File: config.mk
export PLATFORM = sky130hd
export DESIGN_NAME = mbslv_tracker
export DESIGN_NICKNAME = d
export VERILOG_FILES = /design/src/rtl/mbslv_pkg.sv /design/src/rtl/mbslv_phase_fsm.sv /design/src/rtl/mbslv_addr_cap.sv /design/src/rtl/mbslv_beat_out.sv /design/src/rtl/mbslv_tracker.sv
export SDC_FILE = /design/constraint.sdc
export NUM_CORES = 1
export LEC_CHECK = 0
export BUFFER_PORTS_ARGS = -buffer_cell sky130_fd_sc_hd__buf_4
export CAP_MARGIN = 20
export CELL_PAD_IN_SITES_DETAIL_PLACEMENT = 0
export CELL_PAD_IN_SITES_GLOBAL_PLACEMENT = 1
export CORE_MARGIN = 2
export CORE_UTILIZATION = 42
export DETAILED_ROUTE_END_ITERATION = 8
export HOLD_SLACK_MARGIN = 0.15
export PLACE_DENSITY_LB_ADDON = 0.1
export SETUP_SLACK_MARGIN = 0.2
export SYNTH_ARGS = -nofsm -noshare
export SYNTH_HDL_FRONTEND = slang
export SYNTH_HIERARCHICAL = 1
export SYNTH_SLANG_ARGS = --single-unit
File: constraint.sdc
create_clock -name clk -period 7.53 [get_ports clk]
set_clock_uncertainty 0.2 [all_clocks]
set_input_delay 0 -clock clk [delete_from_list [all_inputs] [get_ports clk]]
set_output_delay 0 -clock clk [all_outputs]
set_load 0.03 [all_outputs]
File: src/rtl/mbslv_pkg.sv
package mbslv_pkg;

    localparam int ADDR_W     = 21;
    localparam int DATA_W     = 32;
    localparam int FLAG_BIT   = 21;
    localparam int BURST_LEN  = 4;
    localparam int WORD_BYTES = 4;
    localparam int BEAT_W     = $clog2(BURST_LEN);

    typedef enum logic [1:0] {
        PH_IDLE = 2'd0,
        PH_DATA = 2'd1,
        PH_DONE = 2'd2
    } phase_e;

    typedef struct packed {
        logic [ADDR_W-1:0] base;
        logic              burst;
        logic              write;
    } cmd_t;

    function automatic logic [BEAT_W-1:0] last_beat(input logic burst);
        return burst ? BEAT_W'(BURST_LEN - 1) : '0;
    endfunction

    function automatic logic [ADDR_W-1:0] beat_addr(input logic [ADDR_W-1:0] base,
                                                    input logic [BEAT_W-1:0] idx);
        return base + ADDR_W'(idx) * ADDR_W'(WORD_BYTES);
    endfunction

endpackage

File: src/rtl/mbslv_phase_fsm.sv
module mbslv_phase_fsm
    import mbslv_pkg::*;
(
    input  logic              clk,
    input  logic              rst,
    input  logic              cs_n,
    input  logic              cmd_burst,
    output logic              addr_phase,
    output logic              beat_fire,
    output logic [BEAT_W-1:0] beat_idx
);

    phase_e            state;
    logic [BEAT_W-1:0] beat_q;

    assign addr_phase = (state == PH_IDLE) && !cs_n;
    assign beat_fire  = (state == PH_DATA) && !cs_n;
    assign beat_idx   = beat_q;

    always_ff @(posedge clk) begin
        if (rst) begin
            state  <= PH_IDLE;
            beat_q <= '0;
        end else if (cs_n) begin
            state  <= PH_IDLE;
            beat_q <= '0;
        end else begin
            unique case (state)
                PH_IDLE: begin
                    state  <= PH_DATA;
                    beat_q <= '0;
                end
                PH_DATA: begin
                    if (beat_q == last_beat(cmd_burst)) begin
                        state  <= PH_DONE;
                        beat_q <= '0;
                    end else begin
                        beat_q <= beat_q + 1'b1;
                    end
                end
                default: state <= PH_DONE;
            endcase
        end
    end


    abort_clears_chk: assert property (@(posedge clk) disable iff (rst)
        (cs_n && state != PH_IDLE) |=> (state == PH_IDLE && beat_q == '0));


    single_ends_chk: assert property (@(posedge clk) disable iff (rst)
        (beat_fire && !cmd_burst) |=> (state != PH_DATA));


    burst_ends_chk: assert property (@(posedge clk) disable iff (rst)
        (state == PH_DONE) |-> (beat_q == '0));

endmodule

File: src/rtl/mbslv_addr_cap.sv
module mbslv_addr_cap
    import mbslv_pkg::*;
(
    input  logic              clk,
    input  logic              rst,
    input  logic              addr_phase,
    input  logic              bus_wr,
    input  logic [DATA_W-1:0] bus_ad,
    output cmd_t              cmd,
    output logic              as_strobe
);

    always_ff @(posedge clk) begin
        if (rst) begin
            cmd       <= '0;
            as_strobe <= 1'b0;
        end else begin
            as_strobe <= addr_phase;
            if (addr_phase) begin
                cmd.base  <= bus_ad[ADDR_W-1:0];
                cmd.burst <= bus_ad[FLAG_BIT];
                cmd.write <= bus_wr;
            end
        end
    end


    as_one_cycle_chk: assert property (@(posedge clk) disable iff (rst)
        as_strobe |=> !as_strobe);

endmodule

File: src/rtl/mbslv_beat_out.sv
module mbslv_beat_out
    import mbslv_pkg::*;
(
    input  logic              clk,
    input  logic              rst,
    input  logic              beat_fire,
    input  logic [BEAT_W-1:0] beat_idx,
    input  cmd_t              cmd,
    input  logic [DATA_W-1:0] bus_ad,
    output logic [ADDR_W-1:0] loc_addr,
    output logic              loc_rd,
    output logic              loc_wr,
    output logic [DATA_W-1:0] loc_wdata
);

    always_ff @(posedge clk) begin
        if (rst) begin
            loc_addr  <= '0;
            loc_rd    <= 1'b0;
            loc_wr    <= 1'b0;
            loc_wdata <= '0;
        end else begin
            loc_rd <= beat_fire && !cmd.write;
            loc_wr <= beat_fire &&  cmd.write;
            if (beat_fire) begin
                loc_addr  <= beat_addr(cmd.base, beat_idx);
                loc_wdata <= bus_ad;
            end
        end
    end


    rd_wr_excl_chk: assert property (@(posedge clk) disable iff (rst)
        !(loc_rd && loc_wr));


    burst_step_chk: assert property (@(posedge clk) disable iff (rst)
        ((loc_rd || loc_wr) && $past(loc_rd || loc_wr))
            |-> (loc_addr == $past(loc_addr) + ADDR_W'(WORD_BYTES)));

endmodule

File: src/rtl/mbslv_tracker.sv
module mbslv_tracker
    import mbslv_pkg::*;
(
    input  logic              clk,
    input  logic              rst,
    input  logic              bus_cs_n,
    input  logic              bus_wr,
    input  logic [DATA_W-1:0] bus_ad,
    output logic              loc_as,
    output logic [ADDR_W-1:0] loc_addr,
    output logic              loc_rd,
    output logic              loc_wr,
    output logic [DATA_W-1:0] loc_wdata
);

    logic              addr_phase;
    logic              beat_fire;
    logic [BEAT_W-1:0] beat_idx;
    cmd_t              cmd;

    mbslv_phase_fsm u_fsm (
        .clk        (clk),
        .rst        (rst),
        .cs_n       (bus_cs_n),
        .cmd_burst  (cmd.burst),
        .addr_phase (addr_phase),
        .beat_fire  (beat_fire),
        .beat_idx   (beat_idx)
    );

    mbslv_addr_cap u_cap (
        .clk       (clk),
        .rst       (rst),
        .addr_phase(addr_phase),
        .bus_wr    (bus_wr),
        .bus_ad    (bus_ad),
        .cmd       (cmd),
        .as_strobe (loc_as)
    );

    mbslv_beat_out u_out (
        .clk       (clk),
        .rst       (rst),
        .beat_fire (beat_fire),
        .beat_idx  (beat_idx),
        .cmd       (cmd),
        .bus_ad    (bus_ad),
        .loc_addr  (loc_addr),
        .loc_rd    (loc_rd),
        .loc_wr    (loc_wr),
        .loc_wdata (loc_wdata)
    );


    as_vs_beat_chk: assert property (@(posedge clk) disable iff (rst)
        !(loc_as && (loc_rd || loc_wr)));

endmodule

# --- After elaboration in Yosys (flattened, before gate mapping) ---
# Index checks and enable logic that the tools add are counted.
classes:
  n_eq_ne: 3
  mux: 5
  n_reduce_logical: 9
  add_sub_neg: 2
op_table:
  columns: ["cell", "n"]
  rows:
  - ["adder 21 x 4 -> 21 bit", 1]
  - ["one-hot mux 2 bit (2 select lines)", 2]
  - ["2-to-1 mux 2 bit", 3]
  - ["logical AND 1 bit", 4]
  - ["adder 2 x 1 -> 2 bit (second input constant)", 1]
  - ["== test 2 x 1 -> 1 bit (second input constant)", 1]
  - ["== test 2 bit", 1]
  - ["zero test 1 bit", 2]
  - ["zero test 2 bit", 1]
  - ["!= test 2 bit (second input constant)", 1]
  - ["nonzero test 2 bit", 1]
  - ["OR reduction 2 bit", 1]
totals:
  wordCells: 29
  ff_bits: 83
  in_bits: 36

# --- Depth between registers and ports, before layout ---
# Gate-level depths: netlist (run 1).
logic_depth:
  word_depth: 4
  ltp_mapped: 7
  ltp_nobuf: 7

# --- Modules after synthesis ---
# The synthesis (run 1) kept the hierarchy.
modules_own_cells:
  columns: ["mod", "instances", "area_per_inst_um2", "seq_area_each_um2", "cells_each"]
  rows:
  - ["mbslv_beat_out", 1, 2254.7, 1101.1, 232]
  - ["mbslv_addr_cap", 1, 863.3, 480.5, 76]
  - ["mbslv_phase_fsm", 1, 193.9, 80.1, 22]

# --- Worst setup path before layout (run 1) ---
# Ideal clock, no wire load.
synth_timing:
  path_kind: "reg2reg"
  from: "register u_fsm.beat_q[0] (netlist: u_fsm/beat_idx[0])"
  to: "register u_out.loc_addr[20]"
  setup_slack_ns: 4.959
  arrival_ns: 2.280
  setup_ns: 0.091
  path_stages_with_launch: 8
  period_less_slack_ns: 2.571
  path_buffers: 0
  path_cell_list: "dfxtp_1 > ha_1 > inv_1 > fa_1 > nand3b_1 > or3_4 > or4_1 > a311oi_1"
synth_between:
  elab_chain_cells: 1
synth_rtl:
  columns: ["element", "line", "rtl"]
  rows:
  - ["start: declaration", "mbslv_phase_fsm.sv:14", "logic [BEAT_W-1:0] beat_q;"]
  - ["start signal: assignment", "mbslv_phase_fsm.sv:38", "beat_q <= beat_q + 1'b1;"]
  - ["adder 21 x 4 -> 21 bit", "mbslv_pkg.sv:28", "return base + ADDR_W'(idx) * ADDR_W'(WORD_BYTES);"]
  - ["end signal: assignment", "mbslv_beat_out.sv:26", "loc_addr <= beat_addr(cmd.base, beat_idx);"]
  - ["end: declaration", "mbslv_beat_out.sv:10", "output logic [ADDR_W-1:0] loc_addr,"]
# Every way passes these cells.
# A chain may end at the register's enable or synchronous reset.

# --- Worst setup path after layout (run 1) ---
# Ends and elaborated chain as after synthesis.

==> results.sh, run 1 <==
export IMPL_status="finished, final reports clean"
export IMPL_firstDrtPassIters=4
export IMPL_drc=0
export IMPL_wl_per_cell_um=12.93
export IMPL_dieArea_um2=8612
export IMPL_drive_gt1_frac=0.2396
export IMPL_core_area_um2=7687
export IMPL_grt_pass1_wl_mm=12.34
export IMPL_dieWidth_um=92.80
export IMPL_grt_max_degree=81
export IMPL_placed_cells=507
export IMPL_synth_common_cells="dfxtp_1 (83), nor2_1 (77), mux2i_1 (59)"
export IMPL_num_rows=32
export IMPL_async_flop_share=0
export IMPL_synth_top_area_share=0.5017
export IMPL_io_buffers=91
export IMPL_ir_drop_mv=0.1038
export IMPL_hold_path_class="in2reg"
export IMPL_antennaDiodeCount=0
export IMPL_worst_pin_slew_ps=806.9
export IMPL_finalCritPeriodShare=0.3725
export IMPL_synthCells=330
export IMPL_finalNonFillerCells=582
export IMPL_path_clk_slew_ps=80
export IMPL_syn_cell_area_um2=3312
export IMPL_worstSetupPathType="reg2reg"
export IMPL_relSlewSlack=0.4621
export IMPL_p_leak_nw=1.930
export IMPL_initial_core_util=0.4308
export IMPL_gr_usage_all_layers=0.1782
export IMPL_maxCapViolCount=0
export IMPL_drtIter0Drc=62
export IMPL_synth_area_leaders="dfxtp_1 (50%), mux2i_1 (18%), nor2_1 (8.7%), a211oi_1 (2.5%), xnor2_1 (2.4%)"
export IMPL_yosysTopAreaCell="dfxtp_1"
export IMPL_cts_tree="done"
export IMPL_yosysWarningCount=6
export IMPL_cts_resized=0
export IMPL_cts_setup_buffers=0
export IMPL_dpl_cell_area_um2=4039
export IMPL_cp_arrival_ps=2860
export IMPL_fin_area_um2=4808
export IMPL_synth_edff_count=0
export IMPL_syn_area_per_cell_um2=10.04
export IMPL_grt_setup_unrepaired="no"
export IMPL_finalSetupViolCount=0
export IMPL_setup_worst_path_end_class="register"
export IMPL_clock_tree_root_cell="clkbuf_8"
export IMPL_via_per_inst=4.775
export IMPL_fin_crit_ps=2805
export IMPL_finalPower_uw=896.6
export IMPL_area_growth_syn_to_layout_pct=45.18
export IMPL_fp_dieH_um=92.80
export IMPL_final_max_slew_viol_count=0
export IMPL_grt_pass1_vias=2696
export IMPL_syn_num_nets=369
export IMPL_fin_tns_setup_ps=0
export IMPL_synth_cell_type_count=37
export IMPL_hold_viol=0
export IMPL_worstPathRequired_ps=7590
export IMPL_clkLatencyLatePin_ps=350
export IMPL_crit_fanout=7
export IMPL_overflow=0
export IMPL_fillers=695
export IMPL_antenna_found_initial=0
export IMPL_vias=2779
export IMPL_boundaryPins=92
export IMPL_seq_area_frac_synth=0.5017
export IMPL_cts_made_buffers=9
export IMPL_startpoint_type="register"
export IMPL_clock_path_buffers=2
export IMPL_clock_sinks=83
export IMPL_hold_buffers=60
export IMPL_nNetsFinal=515
export IMPL_wirelength_mm=7.527
export IMPL_ant_nets=0
export IMPL_htreeDepth=3
export IMPL_fmax_ghz=0.3565
export IMPL_power_density_nw_per_um2=186.5
export IMPL_synth_most_common_cell="dfxtp_1"
export IMPL_hpwlAfterDp_mm=4.582
export IMPL_globalplace_congestion=0.7382
export IMPL_yosys_most_used_dff="dfxtp_1"
export IMPL_yosys_register_bits=83
-- placed cells by master (no fill, tap or decap), drive strengths merged --
cell type    count
o21ai            7
and4             2
nor2b            3
buf             95
a211oi          11
a21oi            3
a311oi           6
nand3b           1
xor2             2
dlygate4sd3     60
nand4            2
fa               1
xnor2            9
nor2            77
nand3            4
or4              2
clkinvlp         3
dfxtp           83
nor3             4
clkinv           1
ha               2
clkbuf          11
inv              5
and3b            1
nor3b            4
nand2            7
nor4             4
nor4b            2
or3              7
mux2i           59
or2              1
o31ai            1
-- logic make-up after synthesis --
group                    count (synthesis)  synth area share
AND/OR/NAND/NOR                        121            0.1749
AO/OA/AOI/OAI                           28           0.05931
buffers and inverters                   25           0.04307
multiplexers                            59            0.1783
XOR/XNOR                                11           0.02909
adder cells (fa/ha/maj)                  3           0.01360
flip-flops                              83            0.5017
-- worst max-delay path, stage by stage, from the launching register on --
cell and delay [ps]:
dfxtp_1 420, ha_1 210, inv_1 60, fa_1 390
nand3b_1 320, or3_4 470, or4_1 400, a311oi_1 240
-- final timing paths --
kind / cells past startpoint / start / slack (ps) / end
max: 7 / u_fsm/beat_idx[0] / 4720 / u_out/loc_addr[20]
min reg2reg: 1 / u_cap/cmd[0] / 240 / u_out/loc_rd
min: 4 / bus_ad[9] / 240 / u_out/loc_wdata[9]
max reg2reg: 7 / u_fsm/beat_idx[0] / 4720 / u_out/loc_addr[20]
-- flip-flops by register name, summed over array words and instances (netlist names) --
register	flops
u_out/loc_rd	1
u_fsm/state	2
u_out/loc_wdata	32
u_cap/cmd	23
u_fsm/beat_idx	2
u_out/loc_wr	1
u_out/loc_addr	21
u_cap/as_strobe	1
-- through the flow --
step | hold slack (ps) | worst slack [ps] | util
after floorplan | -128.4 | 4959 | -
after global placement | 35.49 | 4792 | 0.5254
after detailed placement | 45.35 | 4731 | 0.5254
after CTS | 222.0 | 4704 | 0.6255
after global routing | 246.4 | 4511 | 0.6255
final | 237.5 | 4725 | 0.6255
-- cell type report --
| type | instances | area (µm²) | share of cell area |
|---|---|---|---|
| Sequential cell | 83 | 1662 | 0.3456 |
| Multi-Input combinational cell | 222 | 1518 | 0.3156 |
| Timing Repair Buffer | 155 | 1314 | 0.2732 |
| Clock buffer | 11 | 141.4 | 0.02940 |
| Tap cell | 102 | 127.6 | 0.02654 |
| Clock inverter | 4 | 27.53 | 0.005725 |
| Inverter | 5 | 18.77 | 0.003903 |
-- routing by layer --
layer | global-route usage | up-vias | wire length [µm]
met5 | 0 | - | 0
li1 | - | 1431 | -
met3 | 0.02766 | 12 | 261
met1 | 0.2313 | 1280 | 3513
met4 | 0.08701 | 0 | 143
met2 | 0.2886 | 56 | 3608
-- power breakdown --
group	total [mW]	internal (mW)	switching (mW)
clock	0.281	0.126	0.155
sequential	0.475	0.459	0.0161
combinational	0.141	0.0724	0.0681
Power figures use the tool's default switching activity.
==> run 2: changes to the inputs <==
Settings changed: CORE_UTILIZATION 42 to 39.
Clock period 7.53 ns to 2.85 ns, I/O delays scaled along.
==> results.sh, run 2 (same netlist as run 1, synthesis figures left out) <==
export IMPL_largestRegisters="u_out/loc_wdata (32), u_cap/cmd (23), u_out/loc_addr (21)"
export IMPL_worst_pin_slew_ps=821.6
export IMPL_gr_usage_all_layers=0.1659
export IMPL_hpwlAfterDp_mm=4.694
export IMPL_combPwrFrac=0.144
export IMPL_worstSetupPathType="reg2reg"
export IMPL_relSlewSlack=0.4523
export IMPL_antennaDiodeCount=0
export IMPL_path_clk_slew_ps=80
export IMPL_fin_tns_setup_ps=0
export IMPL_firstDrtPassIters=4
export IMPL_boundaryPins=92
export IMPL_largest_register="u_out/loc_wdata"
export IMPL_initial_core_util=0.4031
export IMPL_grt_setup_unrepaired="no"
export IMPL_final_cell_mix="buf_4 (95), dfxtp_1 (80), nor2_1 (77)"
export IMPL_p_switching_uw=622.3
export IMPL_worstSetupEndpoint="u_out/loc_addr[20]"
export IMPL_swShare=0.2428
export IMPL_worstPathRequired_ps=2900
export IMPL_maxCapViolCount=0
export IMPL_fin_util=0.5850
export IMPL_via_per_inst=4.756
export IMPL_hold_path_class="in2reg"
export IMPL_sequentialPowerShare=0.490
export IMPL_finalSetupViolCount=0
export IMPL_grt_max_degree=81
export IMPL_clock_path_buffers=2
export IMPL_finalPower_mw=2.563
export IMPL_fillers=734
export IMPL_p_leak_nw=1.901
export IMPL_clkPwrFrac=0.366
export IMPL_overflow=0
export IMPL_r2r_slack_ps=310
export IMPL_area_growth_syn_to_layout_pct=45.15
export IMPL_drive_gt1_frac=0.2558
export IMPL_io_buffers=91
export IMPL_globalplace_congestion=0.7365
export IMPL_ir_drop_mv=0.3170
export IMPL_cp_arrival_ps=2600
export IMPL_finalCritPeriodShare=0.8929
export IMPL_fin_crit_ps=2545
export IMPL_crit_fanout=7
export IMPL_cts_tree="done"
export IMPL_ant_nets=0
export IMPL_cts_setup_buffers=0
export IMPL_grt_pass1_vias=2540
export IMPL_clkLatencyLatePin_ps=350
export IMPL_crit_start="u_fsm/beat_idx[0]"
export IMPL_nNetsFinal=507
export IMPL_cts_made_buffers=9
export IMPL_status="finished, final reports clean"
export IMPL_grt_pass1_wl_mm=11.82
export IMPL_drtIter0Drc=87
export IMPL_final_max_slew_viol_count=0
export IMPL_vias=2749
export IMPL_num_rows=33
export IMPL_r2r_start="u_fsm/beat_idx[0]"
export IMPL_reg2reg_depth=7
export IMPL_core_area_um2=8217
export IMPL_antenna_found_initial=0
export IMPL_internal_power_mw=1.941
export IMPL_htreeDepth=3
export IMPL_clock_sinks=83
export IMPL_wirelength_mm=7.526
export IMPL_timing_rr_end="u_out/loc_addr[20]"
export IMPL_setup_worst_path_end_class="register"
export IMPL_fmax_ghz=0.3930
export IMPL_startpoint_type="register"
export IMPL_clock_tree_root_cell="clkbuf_8"
export IMPL_largest_register_ffs=32
export IMPL_fp_dieH_um=96.15
export IMPL_dieArea_um2=9245
export IMPL_final_common_cell="buf_4"
export IMPL_wl_per_cell_um=13.02
export IMPL_drc=0
export IMPL_hold_viol=0
export IMPL_dieWidth_um=96.15
export IMPL_power_density_nw_per_um2=533.2
==> run 2: cell count changes in the layout (fill, tap and decap cells not counted), sizes merged <==
cell / delta
clkbuf: +1
bufinv: +2
clkinvlp: -2
buf: +2
dlygate4sd3: -10
==> run 2: worst min-delay path by stage <==
stage                     from  cells after the start                  end
finish              bus_ad[13]                      4  u_out/loc_wdata[13]
global route        bus_ad[17]                      4  u_out/loc_wdata[17]
CTS                  bus_ad[7]                      4   u_out/loc_wdata[7]
detailed placement  bus_ad[26]                      3  u_out/loc_wdata[26]
global placement    bus_ad[24]                      3  u_out/loc_wdata[24]
floorplan                  rst                      1      u_cap/as_strobe
==> run 2: final cells by class <==
type | instances | area [µm²] | area share
inverter | 5 | 18.77 | 0.003904
clock inverter | 4 | 72.57 | 0.01510
timing repair buffer | 147 | 1240 | 0.2579
multi-input combinational | 222 | 1524 | 0.3170
clock buffer | 12 | 155.1 | 0.03227
sequential | 83 | 1665 | 0.3464
tap | 105 | 131.4 | 0.02733
==> run 2: power by group through the flow <==
stage                     logic [mW]  registers, mW  clock network [mW]
final                          0.369           1.26               0.939
after global routing           0.399           1.26                1.03
after CTS                      0.368           1.25               0.972
after detailed placement       0.308           1.28                   0
after global placement         0.305           1.28                   0
after floorplan                0.149           1.33                   0
==> run 2: critical path, stage by stage, from the launching register on <==
cell and delay, ps:
dfxtp_2 380, ha_1 180, inv_1 60, fa_1 390
nand3b_1 190, or3_4 410, or4_1 410, a311oi_1 250
==> run 2: metal layers <==
| metal | vias up | routed length (µm) | share of wire | global-route usage |
|---|---|---|---|---|
| met5 | - | 0 | 0 | 0 |
| met4 | 0 | 83 | 0.011 | 0.04286 |
| met3 | 9 | 401 | 0.053 | 0.05873 |
| met2 | 58 | 3691 | 0.49 | 0.2818 |
| met1 | 1270 | 3349 | 0.44 | 0.1986 |
| li1 | 1412 | - | - | - |
==> run 2: through the flow <==
| stage | hold WS (ps) | instance area, µm² | setup slack, ps | cells |
|---|---|---|---|---|
| 2_1_floorplan | -128.4 | 3312 | 279.2 | 330 |
| 3_3_place_gp | 34.62 | 4058 | 306.2 | 512 |
| 3_5_place_dp | 43.99 | 4058 | 251.3 | 512 |
| 4_1_cts | 222.3 | 4786 | 233.1 | 578 |
| 5_1_grt | 239.2 | 4807 | 202.2 | 578 |
| 6_report | 237.7 | 4807 | 305.2 | 578 |
==> run 2: repair_timing <==
action,4_1_cts,5_1_grt
gates resized for setup,0,7
endpoints found under the setup margin,0,5
hold buffers,50,0
hold endpoints to repair,79,0
